`config.mk`:
```
export PLATFORM = sky130hd
export DESIGN_NAME = cpwm_deadband
export DESIGN_NICKNAME = d
export VERILOG_FILES = /design/src/rtl/cpwm_pkg.sv /design/src/rtl/cpwm_timebase.sv /design/src/rtl/cpwm_shaper.sv /design/src/rtl/cpwm_deadband.sv
export SDC_FILE = /design/constraint.sdc
export NUM_CORES = 1
export LEC_CHECK = 0
export BUFFER_PORTS_ARGS = -buffer_cell sky130_fd_sc_hd__buf_2
export CORE_MARGIN = 4
export CORE_UTILIZATION = 60
export DETAILED_ROUTE_END_ITERATION = 8
export PLACE_DENSITY = 0.81
export SYNTH_ARGS = -nofsm -noshare
export SYNTH_HDL_FRONTEND = slang
export SYNTH_SLANG_ARGS = --single-unit
```
`constraint.sdc`:
```
create_clock -name clk -period 4.8 [get_ports clk]
set_input_delay 0.24 -clock clk [delete_from_list [all_inputs] [get_ports clk]]
set_output_delay 0.24 -clock clk [all_outputs]
set_load 0.005 [all_outputs]
```
`src/rtl/cpwm_pkg.sv`:
```
package cpwm_pkg;

  typedef enum logic [1:0] {
    MODE_HALF_LO = 2'b00,
    MODE_HALF    = 2'b01,
    MODE_VAR     = 2'b10,
    MODE_HALF_HI = 2'b11
  } cpwm_mode_e;

  localparam int unsigned MIN_PERIOD = 2;

  function automatic logic mode_is_var(logic [1:0] m);
    return m == MODE_VAR;
  endfunction

endpackage

```
`src/rtl/cpwm_timebase.sv`:
```
module cpwm_timebase
  import cpwm_pkg::*;
#(
  parameter int unsigned CNT_W = 12
) (
  input  logic             clk,
  input  logic             rst_n,
  input  logic             run,
  input  logic [1:0]       mode_i,
  input  logic [CNT_W-1:0] period_i,
  input  logic [CNT_W-1:0] width_i,
  input  logic [CNT_W-1:0] dead_i,
  output logic             running_o,
  output logic [CNT_W-1:0] cnt_o,
  output logic [CNT_W-1:0] period_o,
  output logic [CNT_W-1:0] width_o,
  output logic [CNT_W-1:0] dead_o,
  output logic             var_o
);

  localparam logic [CNT_W-1:0] FLOOR_P = CNT_W'(MIN_PERIOD);

  logic [CNT_W-1:0] cnt_q, per_q, wid_q, dt_q;
  logic             run_q, var_q;
  logic [CNT_W-1:0] last_cnt;
  logic             at_end, reload;

  function automatic logic [CNT_W-1:0] floor_period(logic [CNT_W-1:0] p);
    return (p < FLOOR_P) ? FLOOR_P : p;
  endfunction

  assign last_cnt = per_q - CNT_W'(1);
  assign at_end   = run_q && (cnt_q == last_cnt);
  assign reload   = !run || !run_q || at_end;

  always_ff @(posedge clk or negedge rst_n) begin
    if (!rst_n) begin
      run_q <= 1'b0;
      cnt_q <= '0;
      per_q <= FLOOR_P;
      wid_q <= '0;
      dt_q  <= '0;
      var_q <= 1'b0;
    end else begin
      run_q <= run;
      if (reload) begin
        cnt_q <= '0;
        per_q <= floor_period(period_i);
        wid_q <= width_i;
        dt_q  <= dead_i;
        var_q <= mode_is_var(mode_i);
      end else begin
        cnt_q <= cnt_q + CNT_W'(1);
      end
    end
  end

  assign running_o = run_q;
  assign cnt_o     = cnt_q;
  assign period_o  = per_q;
  assign width_o   = wid_q;
  assign dead_o    = dt_q;
  assign var_o     = var_q;


  count_step_chk: assert property (@(posedge clk) disable iff (!rst_n)
    (run && run_q && !at_end) |=> (cnt_q == $past(cnt_q) + CNT_W'(1)));


  count_wrap_chk: assert property (@(posedge clk) disable iff (!rst_n)
    (run && at_end) |=> (cnt_q == '0));


  count_range_chk: assert property (@(posedge clk) disable iff (!rst_n)
    run_q |-> (cnt_q < per_q));


  shadow_hold_chk: assert property (@(posedge clk) disable iff (!rst_n)
    (run && run_q && !at_end) |=>
      ($stable(per_q) && $stable(wid_q) && $stable(dt_q) && $stable(var_q)));


  period_floor_chk: assert property (@(posedge clk) disable iff (!rst_n)
    run_q |-> (per_q >= FLOOR_P));

endmodule

```
`src/rtl/cpwm_shaper.sv`:
```
module cpwm_shaper #(
  parameter int unsigned CNT_W = 12
) (
  input  logic             clk,
  input  logic             rst_n,
  input  logic             run,
  input  logic             running,
  input  logic [CNT_W-1:0] cnt,
  input  logic [CNT_W-1:0] period,
  input  logic [CNT_W-1:0] width,
  input  logic [CNT_W-1:0] dead,
  input  logic             var_mode,
  output logic             out_a,
  output logic             out_b,
  output logic             irq_period,
  output logic             irq_phase
);

  localparam int unsigned EW = CNT_W + 1;
  typedef logic [EW-1:0] ext_t;

  function automatic logic in_span(ext_t x, ext_t lo, ext_t hi);
    return (x >= lo) && (x < hi);
  endfunction

  function automatic ext_t split_point(logic v, ext_t p, ext_t w);
    return v ? w : (p >> 1);
  endfunction

  ext_t c, p, w, d, split;
  logic clamp_off, clamp_on, live;
  logic a_win, b_win, phase_hit, start_hit;

  assign c     = EW'(cnt);
  assign p     = EW'(period);
  assign w     = EW'(width);
  assign d     = EW'(dead);
  assign split = split_point(var_mode, p, w);

  assign clamp_off = var_mode && (w == '0);
  assign clamp_on  = var_mode && (w >= p);
  assign live      = run && running;

  assign a_win     = clamp_on  | (!clamp_off & in_span(c, d, split));
  assign b_win     = clamp_off | (!clamp_on  & in_span(c, split + d, p));
  assign phase_hit = !clamp_off && !clamp_on && (c == split);
  assign start_hit = (c == '0);

  always_ff @(posedge clk or negedge rst_n) begin
    if (!rst_n) begin
      out_a      <= 1'b0;
      out_b      <= 1'b0;
      irq_period <= 1'b0;
      irq_phase  <= 1'b0;
    end else begin
      out_a      <= live && a_win;
      out_b      <= live && b_win;
      irq_period <= live && start_hit;
      irq_phase  <= live && phase_hit;
    end
  end


  no_overlap_chk: assert property (@(posedge clk) disable iff (!rst_n)
    !(out_a && out_b));


  idle_quiet_chk: assert property (@(posedge clk) disable iff (!rst_n)
    !run |=> (!out_a && !out_b && !irq_period && !irq_phase));


  phase_pulse_chk: assert property (@(posedge clk) disable iff (!rst_n)
    irq_phase |=> !irq_phase);


  period_pulse_chk: assert property (@(posedge clk) disable iff (!rst_n)
    irq_period |=> !irq_period);


  clamp_on_chk: assert property (@(posedge clk) disable iff (!rst_n)
    (live && clamp_on) |=> (out_a && !out_b && !irq_phase));


  clamp_off_chk: assert property (@(posedge clk) disable iff (!rst_n)
    (live && clamp_off) |=> (!out_a && out_b && !irq_phase));

endmodule

```
`src/rtl/cpwm_deadband.sv`:
```
module cpwm_deadband #(
  parameter int unsigned CNT_W = 12
) (
  input  logic             clk,
  input  logic             rst_n,
  input  logic             run,
  input  logic [1:0]       mode,
  input  logic [CNT_W-1:0] period,
  input  logic [CNT_W-1:0] width,
  input  logic [CNT_W-1:0] dead,
  output logic             out_a,
  output logic             out_b,
  output logic             irq_period,
  output logic             irq_phase
);

  logic             running;
  logic [CNT_W-1:0] cnt, sh_period, sh_width, sh_dead;
  logic             sh_var;

  cpwm_timebase #(.CNT_W(CNT_W)) u_timebase (
    .clk       (clk),
    .rst_n     (rst_n),
    .run       (run),
    .mode_i    (mode),
    .period_i  (period),
    .width_i   (width),
    .dead_i    (dead),
    .running_o (running),
    .cnt_o     (cnt),
    .period_o  (sh_period),
    .width_o   (sh_width),
    .dead_o    (sh_dead),
    .var_o     (sh_var)
  );

  cpwm_shaper #(.CNT_W(CNT_W)) u_shaper (
    .clk        (clk),
    .rst_n      (rst_n),
    .run        (run),
    .running    (running),
    .cnt        (cnt),
    .period     (sh_period),
    .width      (sh_width),
    .dead       (sh_dead),
    .var_mode   (sh_var),
    .out_a      (out_a),
    .out_b      (out_b),
    .irq_period (irq_period),
    .irq_phase  (irq_phase)
  );

endmodule

```
* After elaboration in Yosys (flattened, before gate mapping) *
Cells that the tools add are included.

word-level totals
  register bits after elaboration = 54
  latch bits = 0
  bits in writable memories = 0
  memory bits (read-only) = 0
  bits of input ports = 41
  output and inout bits = 4
  word-level logic and storage cells = 49
  memories kept = 0

cells by class
  $add $sub $neg = 3
  $mul = 0
  divide/modulo/power cells = 0
  order comparisons = 6
  equality and inequality tests = 3
  shift operators = 0
  muxes and demuxes = 3
  bitwise logic cells = 4
  reduce and logical (&&, ||, !) cells = 20

operators by type and width
  kind                   count
  $mux 12                3
  $logic_not 13->1       2
  $ge 12x12->1           2
  $add 13x12->13         1
  $eq 12x13->1           1
  $ge 12x13->1           1
  $lt 12x13->1           1
  $add 12x1->12 const B  1
  $eq 12x12->1           1
  $logic_and 1x1->1      12
  $lt 12x12->1           1
  $lt 12x2->1 const B    1
  $sub 12x1->12 const B  1
  $logic_not 1->1        4
  $and 1x1->1            2
  $eq 2x2->1 const B     1
  $logic_or 1x1->1       2
  $or 1x1->1             2

* Longest topological paths before layout *
Gate-level depths: netlist of run 1.

  depth after elaboration = 7
  depth in mapped cells = 21
  mapped depth without buffers = 19

* Modules after synthesis *
Synthesis of run 1 repeated with hierarchy kept, for this count alone.

unflattened totals
  cells, all modules = 491
  area total of the unflattened synthesis = 4839.6 sq um

modules (own cells, without submodules)
  module         times used  cells each  area each (sq um)
  cpwm_timebase  1           194         2583.7
  cpwm_shaper    1           297         2255.9

* Worst setup path before layout of run 1 *
OpenSTA, ideal clock, no wires.

  path kind = register -> register
  from = register u_timebase.var_q (netlist: u_timebase.var_o)
  to = register u_shaper.out_b
  library setup time = 0.094 ns
  data arrival time = 3.903 ns
  data required time = 4.706 ns
  path slack = 0.803 ns
  cell stages (with the launch flop) = 19
  buffers on the path = 2
  period minus slack after synthesis = 3.997 ns
  cell sequence = dfrtp_1 clkbuf_1 clkbuf_1 o21a_1 inv_1 ha_1 a21o_1 a21oi_1 o21ai_0 o41ai_1 o221ai_1 a21oi_1 xor2_1 ha_1 nand3_1 o21ai_0 a21oi_1 or4b_1 a211oi_1

between the ends
  longest elaborated chain between the ends = 7

ends and longest elaborated chain
  element                   line                 source
  start: declaration        cpwm_timebase.sv:24  logic run_q, var_q;
  start signal: assignment  cpwm_timebase.sv:51  var_q <= mode_is_var(mode_i);
  $mux 12                   cpwm_shaper.sv:27    return v ? w : (p >> 1);
  $add 13x12->13            cpwm_shaper.sv:45    assign b_win = clamp_off | (!clamp_on & in_span(c, split + d, p));
  $ge 12x13->1              cpwm_shaper.sv:23    return (x >= lo) && (x < hi);
  $logic_and 1x1->1         cpwm_shaper.sv:23
  $and 1x1->1               cpwm_shaper.sv:45
  $or 1x1->1 (*)            cpwm_shaper.sv:45
  $logic_and 1x1->1 (*)     cpwm_shaper.sv:57    out_b <= live && b_win;
  end signal: assignment    cpwm_shaper.sv:57
  end: declaration          cpwm_shaper.sv:14    output logic out_b,

Mark *: on every way between the ends. The rest lies on a longest branch, timed or not.
A chain may end at the register's enable or synchronous reset.

* Worst setup path in the final report of run 1 *
  from = register u_timebase.per_q[2] (netlist: u_timebase.period_o[2])
  to = register u_shaper.out_b

between the ends
  longest elaborated chain between the ends = 7

ends and longest elaborated chain
  element                   line                 source
  start: declaration        cpwm_timebase.sv:23  logic [CNT_W-1:0] cnt_q, per_q, wid_q, dt_q;
  start signal: assignment  cpwm_timebase.sv:48  per_q <= floor_period(period_i);
  $mux 12                   cpwm_shaper.sv:27
  $add 13x12->13            cpwm_shaper.sv:45
  $ge 12x13->1              cpwm_shaper.sv:23
  $logic_and 1x1->1         cpwm_shaper.sv:23
  $and 1x1->1 (*)           cpwm_shaper.sv:45
  $or 1x1->1 (*)            cpwm_shaper.sv:45
  $logic_and 1x1->1 (*)     cpwm_shaper.sv:57

Marked as above.

==> metrics.md, run 1 <==
| Metric | Value |
|---|---|
| Clk_skew | 0.00544 ns |
| CTS HTree Levels | 2 |
| WL/cell | around 18 µm |
| Synth top area cells | dfrtp_1 (28%), ha_1 (20%), mux2_4 (11%), inv_1 (3.7%), o21a_1 (3.0%) |
| Slowest stage cell, crit path | o41ai_1 |
| FILL cells | ~640 |
| Register bit total from synthesis | 54 |
| Setup-failing EPs final | 0 |
| Syn-to-layout area delta | 6.98% |
| Share of cells above drive strength 1 | a little under a fifth |
| Register area share after synthesis | 28.6% |
| Via-per-instance ratio | between 5 and 6 |
| Reg area | 1350 µm² |
| Clk_lat worst skew | approximately 0.31 ns |
| P_leak | ~2.6 nW |
| Worst-path clk slew | 0.10 ns |
| Post-Route WL | 11.0 mm |
| Cts repair resizes | 0 |
| Max VDD drop | 0.000117 V |
| Worst setup EP type | flop |
| Async set or reset register ratio after synthesis | 100% |
| CTS Buf Count | 5 |
| Post CTS Setup Buffer Count | 0 |
| Max stage delay on crit path | 0.59 ns |
| I/O Pins | 45 |
| Syn avg cell area | approximately 10 µm² |
| Max Cap Viol | 0 |
| Clk sinks | 54 |
| Residual DRC | 0 |
| GRT Util Overall | 24.0% |
| Largest net degree at the start of global routing | 55 |
| CP cell instances | inv_1 > o21a_1 > inv_1 > ha_1 > a21o_1 > a21oi_1 > o21ai_0 > o41ai_1 > o221ai_1 > a21oi_1 > xor2_1 > ha_1 > nand3_1 > o21ai_0 > a21oi_1 > or4b_1 > a211oi_1 |
| Slew margin rel. | 40.7% |
| Die area | 9380 µm² |
| Synth Flop Type | dfrtp_1 |
| Core Region | 7690 µm² |
| Fin crit period | 4.29 ns |
| First-pass GRT wire length | 18.5 mm |
| Least-Margin Pin Slew | 0.890 ns |
| Worst Hold Class | input pin to asynchronous set/reset pin |
| Max Root-Sink Buffers | 2 |
| Post-Syn Area | roughly 4700 µm² |
| Row count | 32 |
| Slew Viols, Final | 0 |
| Syn_nets | between 500 and 600 |
| Hold WS | between 0.03 and 0.04 ns |
| Synth top area share | about 28% |
| Final worst-path cycle share | 89.5% |
| Number of library cell types mapped by synthesis | 56 |
| Antenna Violating Nets Remaining | 0 |
| CP Data Required Time | 5.03 ns |
| Number of synthesized flops with an enable pin | 0 |
| Clock root cell | clkbuf_8 |
| Vias | 3739 |
| Critical Path AT | around 4.5 ns |
| Die extent in y | 96.8 µm |
| Number of global-route vias before repair | 3934 |
| GR Overflow Total | 0 |
| Status | complete, no violations |
| Cell count after synthesis | between 400 and 500 |
| Total power divided by cell area | 234 nW/µm² |
| Final hold viol count | 0 |
| Nature of the critical path startpoint | flop |
| F_max | 0.233 GHz |
| # diodes | 0 |
| CTS tree | yes |
| Hold-fix buffers, CTS | 0 |
| CP Max Fanout | 8 |
| TritonRoute pass-1 iters | 4 |
| Post-synth top area cell | dfrtp_1 |
| Die width | 96.8 µm |
| Initial Util | 61.6% |
| Nets | 639 |
| DP HPWL | about 8.3 mm |
| Multi-input combinational cell area | between 3000 and 4000 µm² |
| RSZ-0062 raised after global routing | false |
| Antenna violations before repair | 0 |
| Final RePlAce weighted congestion | 0.891 |
| Most used cell, CP | a21oi_1 |
| Initial drt markers | 167 |
| YS warnings | 0 |
| Reg2reg path depth | 17 |
| Crit Path Class | flop to flop |
| TNS Setup | 0 ns |
| Number of port buffers | 44 |
cells in the mapped netlist, types with 2 or more instances:
library cell / instances
or3_1: 4
ha_1: 75
and4_1: 2
nor4_1: 7
dfrtp_1: 53
nand4_1: 3
a21oi_1: 20
nand3_1: 17
clkbuf_1: 5
o22ai_1: 2
and3_1: 4
nor2b_1: 6
o21a_1: 19
a21o_1: 9
nand2b_1: 3
a31oi_1: 4
xnor2_1: 15
o211ai_1: 4
inv_1: 47
mux2i_1: 2
o21ai_0: 23
a211oi_1: 7
nor3_1: 10
nor2_1: 26
buf_12: 3
o31a_1: 2
mux2_4: 35
xor2_1: 14
nand2_1: 32
stage by stage:
stage	util [%]	total power (W)	worst slack [ns]	cell area (µm²)	instances
4_1_cts	65.9	0.00120	0.502	5060	625
2_1_floorplan	-	0.000830	0.803	4730	480
3_3_place_gp	64.8	0.000911	0.762	4980	617
6_report	65.9	0.00119	0.505	5060	625
3_5_place_dp	64.8	0.000931	0.563	4980	617
5_1_grt	65.9	0.00127	0.254	5060	625
sequential cells by signal, indices dropped and copies added (netlist names):
| name | cells |
|---|---|
| u_timebase.cnt_o | 12 |
| u_timebase.dead_o | 12 |
| u_timebase.period_o | 12 |
| u_timebase.width_o | 12 |
| u_shaper.irq_period | 1 |
| u_shaper.irq_phase | 1 |
| u_shaper.out_a | 1 |
| u_shaper.out_b | 1 |
| u_timebase.running_o | 1 |
| u_timebase.var_o | 1 |
critical path, delay by kind of cell (launching register included):
family          cells  cell delay [ns]
fa+ha+maj           2             0.58
flops               1             0.48
buf+inv             2             0.21
compound gates     10             2.28
simple gates        2             0.56
xor+xnor            1             0.09
cells in the final DEF (no fill, tap or decap), types with 15 or more instances in the layout:
cell type and n:
inv_1 47, a21oi_1 20, o21ai_0 23, nand2_1 32, ha_1 75, xnor2_1 15, buf_2 44, mux2_4 35
dfrtp_1 53, o21a_1 19, nand3_1 17, nor2_1 26
path summary, 6_finish.rpt:
| kind | startpoint | end | slack (ns) |
|---|---|---|---|
| min in group clk | run | u_timebase.running_o$_DFF_PN0_ | 0.04 |
| max in group asynchronous | rst_n | u_timebase.cnt_o[10]$_DFF_PN0_ | 4.29 |
| max reg2reg | u_timebase.period_o[2]$_DFFE_PN0N_ | u_shaper.out_b$_DFF_PN0_ | 0.51 |
| min reg2reg | u_timebase.cnt_o[0]$_DFF_PN0_ | u_timebase.cnt_o[0]$_DFF_PN0_ | 0.49 |
| min | rst_n | u_timebase.dead_o[7]$_DFFE_PN0N_ | 0.03 |
| max | u_timebase.period_o[2]$_DFFE_PN0N_ | u_shaper.out_b$_DFF_PN0_ | 0.51 |
layer usage:
metal  wire length (µm)  vias to the layer above  GRT usage (%)
met5                  0                        -              0
met4                359                        0           9.07
met3                457                       34           3.97
met2               5540                       94           43.1
met1               4600                     1799           28.6
li1                   -                     1812              -
area by class of cell:
| type | instances | share of cell area (%) |
|---|---|---|
| Clock buffer | 6 | 1.43 |
| Clock inverter | 2 | 0.272 |
| Inverter | 47 | 3.48 |
| Multi-Input combinational cell | 368 | 60.9 |
| Sequential cell | 54 | 26.7 |
| Tap cell | 102 | 2.52 |
| Timing Repair Buffer | 46 | 4.64 |
cell families (layout without fill, tap and decap cells):
logic type	Yosys count	after routing	synth area share [%]
simple gates	123	123	13.3
fa+ha+maj	76	76	20.2
xor+xnor	29	29	5.36
buf+inv	58	101	6.24
flops	54	54	28.6
compound gates	103	103	14.7
mux	37	37	11.5
power breakdown:
part           internal [W]  switching, W  leakage (nW)
sequential         0.000483     0.0000415         0.665
combinational      0.000194      0.000207          1.90
clock              0.000104      0.000157        0.0456
No activity file was read; power rests on OpenSTA's default activity.
==> run 2: changes to the inputs <==
- ABC_AREA: not set -> 1
- CORE_UTILIZATION: 60 -> 30
- PLACE_DENSITY: 0.81 -> not set
==> run 2 against run 1 <==
Compared with the run above:
- synthesized area increased by 4.0%
- worst setup slack improved by 0.93 ns
- sequential power decreased by 1%
- largest power group unchanged
- highest routed layer unchanged
==> metrics.md, run 2 <==
| Metric | Value |
|---|---|
| Setup-failing EPs final | 0 |
| Post-Syn Area | 4920 µm² |
| Worst Hold Class | input pin to asynchronous set/reset pin |
| Number of global-route vias before repair | 4398 |
| Die width | 136 µm |
| CTS Buf Count | 5 |
| Number of synthesized flops with an enable pin | 0 |
| # diodes | 0 |
| Syn-to-layout area delta | 11.4% |
| Die extent in y | 136 µm |
| Max stage delay on crit path | around 0.53 ns |
| Status | complete, no violations |
| Least-Margin Pin Slew | between 0.7 and 0.8 ns |
| Slew margin rel. | roughly half |
| Critical path depth | 19 |
| Critical Path AT | 3.57 ns |
| Syn avg cell area | 7.32 µm² |
| Largest net degree at the start of global routing | 55 |
| Register bit total from synthesis | 54 |
| Crit Path Class | flop to flop |
| Register area share after synthesis | between 20% and 30% |
| Post CTS Setup Buffer Count | 0 |
| Multi-input combinational cell area | 3110 µm² |
| Reg area | approximately 1400 µm² |
| Die area | 18500 µm² |
| Initial Util | 30.8% |
| Post-synth top cells | nand2_1 (174), inv_1 (89), ha_1 (75) |
| Residual DRC | 0 |
| Commonest non-fill, non-tap cell in the layout | nand2_1 |
| RSZ-0062 raised after global routing | false |
| Worst setup EP type | flop |
| Hold WS | between 0.05 and 0.06 ns |
| Antenna Violating Nets Remaining | 0 |
| Synth top area share | between 20% and 30% |
| Post-route total power | 0.00134 W |
| Synth top area cells | dfrtp_1 (27%), ha_1 (19%), nand2_1 (13%), inv_1 (6.8%), nand3_1 (6.3%) |
| Reg2reg path depth | 19 |
| Most numerous cell in the Yosys netlist | nand2_1 |
| CTS HTree Levels | 2 |
| Nature of the critical path startpoint | flop |
| Clk sinks | 54 |
| Buf/Inv on CP | 2 |
| Number of port buffers | between 40 and 50 |
| CTS tree | yes |
| CP cell instances | inv_1 > a21oi_1 > ha_1 > inv_1 > fa_1 > nand3b_1 > nand2_1 > a21oi_1 > o21ai_0 > xnor2_1 > ha_1 > nand2_1 > nor2_1 > a211oi_1 > nand3_1 > nand3_1 > nand2_1 > nand3_1 > nand2_1 |
| GR Overflow Total | 0 |
| Total power divided by cell area | 244 nW/µm² |
| Slew Viols, Final | 0 |
| Initial drt markers | around 340 |
| Antenna violations before repair | 0 |
| FILL cells | 1768 |
| Most used cell, CP | nand2_1 |
| Worst-path clk slew | 0.08 ns |
| Max Cap Viol | 0 |
| Async set or reset register ratio after synthesis | between 90% and 100% |
| Final worst-path cycle share | 70.1% |
| TritonRoute pass-1 iters | 4 |
| Clk_lat worst skew | just over 0.3 ns |
| CP Max Fanout | 5 |
| TNS Setup | 0 ns |
| Max Root-Sink Buffers | 2 |
| Via-per-instance ratio | 4.73 |
| Clk_skew | 0.0111 ns |
| DP HPWL | 10.1 mm |
| P_leak | 2.94 nW |
| Share of cells above drive strength 1 | 10.7% |
| F_max | around 0.30 GHz |
| Clock root cell | clkbuf_16 |
| Core Region | 16000 µm² |
| Fin crit period | between 3 and 4 ns |
| Synth Flop Type | dfrtp_1 |
| Final RePlAce weighted congestion | 0.878 |
| Post-Route WL | 12.9 mm |
| Post-synth top area cell | dfrtp_1 |
| Cts repair resizes | 0 |
| Final hold viol count | 0 |
| GRT Util Overall | 15.1% |
| Max VDD drop | 0.000199 V |
| I/O Pins | 45 |
| Vias | 4386 |
| YS warnings | 0 |
| Most frequent cells in the layout | nand2_1 (174), inv_1 (89), ha_1 (75) |
| Number of library cell types mapped by synthesis | 37 |
| First-pass GRT wire length | 22.1 mm |
| CP Data Required Time | 5.00 ns |
| Nets | 828 |
| WL/cell | 13.9 µm |
| Cell count after synthesis | 673 |
| Hold-fix buffers, CTS | 0 |
| Slowest stage cell, crit path | dfstp_2 |
| Row count | 46 |
| Syn_nets | between 700 and 800 |
| Crit path max-delay family | adder cells |
## run 2: changes by cell type in the layout (fill, tap and decap cells not counted), moves of 6 or more
cell     before  now
inv_1        47   89
a21o_1        9    1
nor2_4        0   10
nand2_1      32  174
nand3_1      17   62
nor2_1       26   48
mux2_4       35    0
nand4_1       3   12
nor2b_1       6    0
a21oi_1      20   38
o21a_1       19    2
## run 2: power breakdown
group	internal (W)	switching, W
clock network	0.000223	0.000173
logic	0.000165	0.000259
registers	0.000483	0.0000359
total	0.000871	0.000468
## run 2: area by class of cell
class,instances,share of cell area [%]
Clock buffer,7,2.78
Clock inverter,1,0.160
Inverter,90,6.16
Multi-Input combinational cell,511,56.6
Sequential cell,54,24.7
Tap cell,216,4.93
Timing Repair Buffer,49,4.70
## run 2: metrics by stage
step                      area, µm²  setup slack [ns]  cells  utilization, %
after floorplan                4920              1.75    673               -
after global placement         5320              1.52    920            33.3
after detailed placement       5320              1.46    920            33.3
after CTS                      5490              1.43    928            34.3
after global routing           5490              1.02    928            34.3
final                          5490              1.43    928            34.3
## run 2: worst paths after layout
path                                                           to                               start  slack [ns]
min in group clk                   u_timebase.running_o$_DFF_PN0_                                 run        0.06
worst min-delay path            u_timebase.width_o[4]$_DFFE_PN0N_                               rst_n        0.06
worst max-delay path                     u_shaper.out_b$_DFF_PN0_  u_timebase.period_o[1]$_DFFE_PN1N_        1.43
worst max register to register           u_shaper.out_b$_DFF_PN0_  u_timebase.period_o[1]$_DFFE_PN1N_        1.43
max in group asynchronous        u_timebase.dead_o[3]$_DFFE_PN0N_                               rst_n        4.28
worst min register to register      u_timebase.cnt_o[0]$_DFF_PN0_       u_timebase.cnt_o[0]$_DFF_PN0_        0.46
## run 2: per-layer routing
layer	GRT usage, %	routed length [µm]	vias up
met1	20.5	6330	1999
li1	-	-	2278
met4	5.15	280	0
met5	0	0	-
met3	2.29	583	16
met2	24.5	5720	93
## run 2: logic make-up after synthesis
group	count (synthesis)	synth area share [%]
flops	54	27.5
xor+xnor	29	5.16
buf+inv	108	9.45
simple gates	333	30.4
fa+ha+maj	76	19.5
compound gates	73	8.00
